`config.mk`:
```
export PLATFORM = sky130hd
export DESIGN_NAME = rw_serial_port
export DESIGN_NICKNAME = d
export VERILOG_FILES = /design/src/rtl/rw_serial_port.sv
export SDC_FILE = /design/constraint.sdc
export NUM_CORES = 1
export LEC_CHECK = 0
export CAP_MARGIN = 0
export CORE_AREA = 2 2 79 81
export CTS_CLUSTER_SIZE = 12
export DETAILED_ROUTE_END_ITERATION = 10
export DIE_AREA = 0 0 81 83
export HOLD_SLACK_MARGIN = 0.06
export SYNTH_ARGS = -nofsm -noshare
export SYNTH_HDL_FRONTEND = slang
export SYNTH_SLANG_ARGS = --single-unit
```
`constraint.sdc`:
```
create_clock -name clk -period 2 [get_ports clk]
set_clock_uncertainty 0.15 [all_clocks]
set_input_delay 0.3 -clock clk [delete_from_list [all_inputs] [get_ports clk]]
set_output_delay 0.3 -clock clk [all_outputs]
set_load 0.05 [all_outputs]
```
`src/rtl/rw_serial_port.sv`:
```
module rw_serial_port #(
  parameter int RES_W    = 10,
  parameter int CTL_W    = 8,
  parameter int ADDR_W   = 3,
  parameter int THR_INIT = 153
) (
  input  logic              clk,
  input  logic              rst_n,
  input  logic              cs_n,
  input  logic              rw,
  input  logic              sclk,
  input  logic              sdi,
  output logic              sdo,
  output logic              sdo_en,
  input  logic [RES_W-1:0]  result_in,
  input  logic              result_load,
  output logic [ADDR_W-1:0] chan_addr,
  output logic [CTL_W-1:0]  threshold,
  output logic              data_invalid,
  output logic              read_end
);
  localparam int CNT_W = $clog2(CTL_W);
  localparam logic [3:0] PIN_IDLE = 4'b1110;

  // pin order: {cs_n, rw, sclk, sdi}
  logic [3:0] s1, s2, s3;
  always_ff @(posedge clk or negedge rst_n)
    if (!rst_n) begin
      s1 <= PIN_IDLE; s2 <= PIN_IDLE; s3 <= PIN_IDLE;
    end else begin
      s1 <= {cs_n, rw, sclk, sdi}; s2 <= s1; s3 <= s2;
    end

  wire cs_lo    = !s2[3];
  wire rw_hi    = s2[2];
  wire rw_rise  = s2[2] & !s3[2];
  wire rw_fall  = !s2[2] & s3[2];
  wire sck_rise = s2[1] & !s3[1];
  wire sck_fall = !s2[1] & s3[1];
  wire din      = s2[0];

  logic             wr_armed, rd_on, skip, res_ok;
  logic [CNT_W-1:0] wr_cnt;
  logic [CTL_W-1:0] wr_sh;
  logic [RES_W-1:0] rd_sh, res;

  wire [CTL_W-1:0] nxt_byte = {wr_sh[CTL_W-2:0], din};
  wire             to_thr   = |nxt_byte[CTL_W-1:ADDR_W];

  always_ff @(posedge clk or negedge rst_n)
    if (!rst_n) begin
      wr_armed <= 1'b0; rd_on <= 1'b0; skip <= 1'b0; res_ok <= 1'b0;
      wr_cnt <= '0; wr_sh <= '0; rd_sh <= '0; res <= '0;
      chan_addr <= '0; threshold <= CTL_W'(THR_INIT); read_end <= 1'b0;
    end else begin
      read_end <= 1'b0;
      if (!cs_lo) begin
        wr_armed <= 1'b0;
        rd_on    <= 1'b0;
      end else if (rw_fall) begin
        wr_armed <= 1'b1;
        wr_cnt   <= '0;
        rd_on    <= 1'b0;
      end else if (rw_rise) begin
        wr_armed <= 1'b0;
        rd_on    <= 1'b1;
        skip     <= 1'b1;
        rd_sh    <= res_ok ? res : '0;
        res_ok   <= 1'b0;
        read_end <= 1'b1;
      end else begin
        if (wr_armed && sck_rise) begin
          wr_sh  <= nxt_byte;
          wr_cnt <= wr_cnt + 1'b1;
          if (wr_cnt == CNT_W'(CTL_W-1)) begin
            wr_armed <= 1'b0;
            if (to_thr) threshold <= nxt_byte;
            else        chan_addr <= nxt_byte[ADDR_W-1:0];
          end
        end
        if (rd_on && sck_fall) begin
          if (skip) skip  <= 1'b0;
          else      rd_sh <= {rd_sh[RES_W-2:0], 1'b0};
        end
      end
      if (result_load) begin
        res    <= result_in;
        res_ok <= 1'b1;
      end
    end

  assign sdo          = rd_on & rd_sh[RES_W-1];
  assign sdo_en       = rd_on;
  assign data_invalid = !res_ok;

  p_oe_off_deselect_r7: assert property (@(posedge clk) disable iff (!rst_n)
    !cs_lo |=> !sdo_en);
  p_strobe_single_r9: assert property (@(posedge clk) disable iff (!rst_n)
    read_end |=> !read_end);
  p_strobe_drives_r5: assert property (@(posedge clk) disable iff (!rst_n)
    read_end |-> sdo_en);
  p_read_erases_r8: assert property (@(posedge clk) disable iff (!rst_n)
    (read_end && !$past(result_load)) |-> data_invalid);
  p_load_valid_r8: assert property (@(posedge clk) disable iff (!rst_n)
    result_load |=> !data_invalid);
  p_cfg_hold_r2: assert property (@(posedge clk) disable iff (!rst_n)
    rw_hi |=> ($stable(chan_addr) && $stable(threshold)));
endmodule

```
# After elaboration in Yosys (flattened, before gate mapping)
# Index checks and enable logic that the tools add are counted.
# W data, S select, Z words.
# word_totals
register_bits	57
elab_cells	75
out_inout_bits	15
input_bits	17
# classes
muxes	24
addsub	1
reduce_logical	22
bitwise_logic	9
n_eq_ne	5
# ops
operator	n
$mux W10	4
$mux W1	17
$reduce_and A6 Y1	2
$mux W3	3
$reduce_and A3 Y1	3
$reduce_and A4 Y1	2
$reduce_bool A4 Y1	2
$ne A2 B2 Y1 const B	3
$reduce_bool A2 Y1	3
$and A1 B1 Y1	5
$logic_not A1 Y1	5
$reduce_or A5 Y1	1
$not A1 Y1	4
$add A3 B1 Y3 const B	1
$eq A3 B3 Y1 const B	1
$reduce_bool A3 Y1	1
$logic_and A1 B1 Y1	2
$ne A2 B1 Y1 const B	1
$reduce_and A2 Y1	1

# Logic depth before layout (Yosys ltp)
# logic_depth
word_depth	7
depth_mapped	7
ltp_nobuf	5

# Worst setup path after synthesis
# Ideal clock, no wire load.
# synth_path
path_kind	reg-to-reg
from	reg s3[2]
to	reg chan_addr[0]
arrival_ns	1.911
synth_period_minus_slack_ns	2.186
required_time_ns	1.725
path_buffers	1
path_slack_ns	-0.186
path_stages_with_launch	7
setup_time_ns	0.125
path_cell_list	dfstp_2 inv_1 ha_1 buf_4 or3_2 nor4_4 mux2_2
# synth_between
elab_chain_len	4
word_cells_on_any_way	6
classes_between	bitwise: 4; reduce/logical: 2
# synth_lines
item	line_no	source
start, declared	26	logic [3:0] s1, s2, s3;
start signal, assigned	29	s1 <= PIN_IDLE; s2 <= PIN_IDLE; s3 <= PIN_IDLE;
start signal, assigned	31	s1 <= {cs_n, rw, sclk, sdi}; s2 <= s1; s3 <= s2;
$logic_not A1 Y1	36	wire rw_rise = s2[2] & !s3[2];
$and A1 B1 Y1	36	
named net rw_rise	36	
$not A1 Y1 (no source line)	n/a	
$reduce_and A6 Y1 (no source line)	n/a	
end signal, assigned	78	else chan_addr <= nxt_byte[ADDR_W-1:0];
end, declared	17	output logic [ADDR_W-1:0] chan_addr,
# The timed path passes the listed nets, and every way through them passes these cells.
# A chain may end at the register's enable or synchronous reset.

# Worst setup path after layout
# layout_path
from	reg wr_sh[2]
to	reg chan_addr[0]
# layout_between
elab_chain_len	3
# layout_lines
item	line_no	source
start, declared	44	logic [CTL_W-1:0] wr_sh;
start signal, assigned	73	wr_sh <= nxt_byte;
$reduce_or A5 Y1	48	wire to_thr = |nxt_byte[CTL_W-1:ADDR_W];
$not A1 Y1 (no source line)	n/a	
$reduce_and A6 Y1 (no source line)	n/a	
# Every way passes these cells.

==> metrics.md <==
| Metric | Value |
|---|---|
| Outcome | `finished clean` |
| DRT antenna net count | `0` |
| Final Hold Fails | `0` |
| CP cell instances | `or4_4, nor4_4, buf_4, mux2_4` |
| RD Place Congestion | `0.743` |
| Layout cells sized above 1 | `0.478` |
| Area after DPL | `between 0.002 and 0.003 mm2` |
| Area delta synth->final | `28.8%` |
| Max IR drop VDD | `375 uV` |
| Post-synthesis sequential area ratio | `0.623` |
| Nets | `roughly 220` |
| WP data required | `between 2 and 2.5 ns` |
| Max-cap violations | `0` |
| Initial Util | `0.391` |
| Vias per cell | `4.93` |
| Setup crit start kind | `flip-flop` |
| Highest metal used | `met4` |
| Avg WL per Cell | `between 10 and 15 um` |
| Antenna violations before repair | `0` |
| Core ar. | `a little under 0.006 mm2` |
| Synthesis warning total | `0` |
| Slowest stage cell, crit path | `or4_4` |
| Post-synthesis mux area share | `0.198` |
| Via Count | `~1400` |
| Mapped Cells | `between 150 and 200` |
| Post-synthesis compound-gate area fraction | `0.0649` |
| FMAX | `just over 500 MHz` |
| Final setup viols | `0` |
| Synthesized area per cell | `15.1 um2` |
| Tightest Pin Transition | `a little over 0.5 ns` |
| Synthesized area | `between 0.002 and 0.0025 mm2` |
| Global-route wire length before repair | `roughly 7000 um` |
| Core Rows | `28` |
| H-Tree Level Count | `2` |
| Slowest stage delay, CP | `0.56 ns` |
| Pre-CTS setup slack | `-0.116 ns` |
| Final Cell Area | `0.00293 mm2` |
| Remaining global-route overflow | `0` |
| Leakage | `about 1.3 nW` |
| Starting DRT DRC Count | `70` |
| Crit end category | `flip-flop` |
| Clock buffer depth | `2` |
| IO Count | `32` |
| CTS tree | `yes` |
| RSZ-0062 raised after global routing | `true` |
| Rel. slew slack | `0.656` |
| Overall routing resource usage | `0.136` |
| Sink Count | `56` |
| Post-Synth Simple-Gate Area | `0.0715` |
| Yosys reg bits | `56` |
| DIE WIDTH | `81 um` |
| Worst EP arrival | `2.02 ns` |
| Crit path time final | `between 1.5 and 2 ns` |
| M1 WL | `about 1900 um` |
| Period utilization | `0.984` |
| Xor and xnor area share after synthesis | `0` |
| Detailed Route WL | `just over 4000 um` |
| Post-Synthesis Net Count | `roughly 170` |
| Max Fanout on Critical Path | `4` |
| DRC Markers | `0` |
| Vias in the first global route | `about 1500` |
| Pin count of the biggest net entering global routing | `38` |
| Routed wl met2 | `just under 2000 um` |
| Dpl hpwl | `a little under 3000 um` |
| Cell Pwr Density | `833 mW/mm2` |
| Synth Area in Adders | `0.0275` |
| Final Total Pwr | `roughly 0.0024 W` |
| Synth cell types | `31` |
| Die Y | `83 um` |
| Clock Latency Late Sink | `just over 0.3 ns` |
| Kind of critical path | `flip-flop to flip-flop` |
| Final WS setup | `roughly 0.031 ns` |
| Root Driver | `clkbuf_8` |
| Total length of routed met3 wires | `~140 um` |
| Input/output buffers | `31` |
| Largest family of logic cells by synthesized area | `multiplexers` |
| Initial DRT Pass Iterations | `4` |
| Num CTS Buffers | `5` |
| Clk pin slew, worst setup/hold paths | `~0.1 ns` |
| Max-slew violations | `0` |
| N_diodes | `0` |
| Die area | `0.00672 mm2` |
| Hold WC Path Type | `flip-flop to flip-flop` |
final cells by class:
type                            instances  area (um2)
Clock buffer                            6        82.6
Fill cell                             537        2890
Sequential cell                        56        1420
Timing Repair Buffer                   48         440
Tap cell                               75        93.8
Multi-Input combinational cell         87         871
Inverter                                4        15.0
Clock inverter                          2        10.0
cell usage after synthesis, drive strengths merged:
library cell / instances / area, um2
a22o: 10 / 87.6
nand2: 4 / 15.0
mux2: 40 / 450
o21a: 1 / 7.51
o2bb2ai: 1 / 8.76
nor4bb: 1 / 10.0
buf: 2 / 11.3
nor2b: 3 / 18.8
dfrtp: 44 / 1100
nand4b: 2 / 17.5
nor2: 5 / 18.8
a21o: 1 / 7.51
clkbuf: 2 / 7.51
inv: 3 / 11.3
or3: 1 / 7.51
clkinv: 1 / 3.75
o21ai: 2 / 13.8
or4: 1 / 11.3
a21boi: 1 / 7.51
and2: 2 / 12.5
and3b: 1 / 8.76
nor4: 1 / 21.3
a211o: 1 / 8.76
ha: 5 / 62.6
dfstp: 12 / 315
a31oi: 1 / 6.26
nor3: 2 / 15.0
nand2b: 1 / 6.26
worst max-delay path: cells and delay by family, from the launching register on:
kind	cells	cell delay, ns
buf+inv	1	0.17
flops	1	0.43
mux	1	0.29
simple gates	2	0.81
through the flow:
stage	setup TNS (ns)	hold WS [ns]	instances	util
6_report	0	0.211	278	0.504
5_1_grt	-0.107	0.218	278	0.504
4_1_cts	0	0.212	276	0.496
3_5_place_dp	-0.338	0.127	266	0.477
3_3_place_gp	-0.226	0.118	266	0.477
2_1_floorplan	-0.358	-0.146	151	-
final timing paths:
path | start | slack [ns] | to | depth (start not counted)
max | wr_sh[2] | 0.03 | chan_addr[0] | 4
min | s1[1] | 0.21 | s2[1] | 0
max reg2reg | wr_sh[2] | 0.03 | chan_addr[0] | 4
min reg2reg | s1[1] | 0.21 | s2[1] | 0
max in group asynchronous | rst_n | 0.78 | s1[2] | 3
min in group asynchronous | rst_n | 0.31 | threshold[1] | 2
per-layer routing:
layer	track usage	up-vias
met2	0.206	23
li1	-	641
met4	0.0493	0
met1	0.185	701
met3	0.0380	6
met5	0	-
power by group:
part / internal [W] / switching, W / total, W
combinational: 0.000262 / 0.000154 / 0.000416
clock: 0.000277 / 0.000356 / 0.000633
sequential: 0.00129 / 0.0000975 / 0.00139
total: 0.00183 / 0.000608 / 0.00244
repair_timing:
item	4_1_cts	5_1_grt
buffers inserted	1	2
hold buffers	1	0
gates resized for setup	0	7
cloned	0	0
endpoints found under the setup margin	3	13
pin swaps	1	2
hold endpoints to repair	15	0
cell families after synthesis:
logic type / Yosys count
DFF: 56
muxes: 40
and+or+nand+nor: 24
AOI/OAI and AO/OA: 18
buffers and inverters: 8
adders and majority gates: 5
registers in the layout, summed over array words and instances, names as in the netlist, 2 cells and up:
signal and cells:
rd_sh 10, res 10, threshold 8, wr_sh 7
s1 4, s2 4, chan_addr 3, wr_cnt 3
s3 2
placed cells by master, fill, tap and decap left out, types with 2 or more instances in the layout:
master           synthesis  routed
and2_1                   2       2
inv_1                    3       2
dfstp_2                 12      12
buf_4                    1      23
nor2b_1                  3       3
a22o_1                  10      10
mux2_4                   0       3
clkdlybuf4s50_1          0      20
nand2_1                  4       4
ha_4                     0       2
nor2_1                   5       4
dfrtp_1                 44      44
clkinv_2                 0       2
buf_12                   0       2
nand4b_1                 2       2
ha_2                     0       2
mux2_2                  40      37
clkbuf_8                 0       6
No activity file was read; power rests on OpenSTA's default activity.
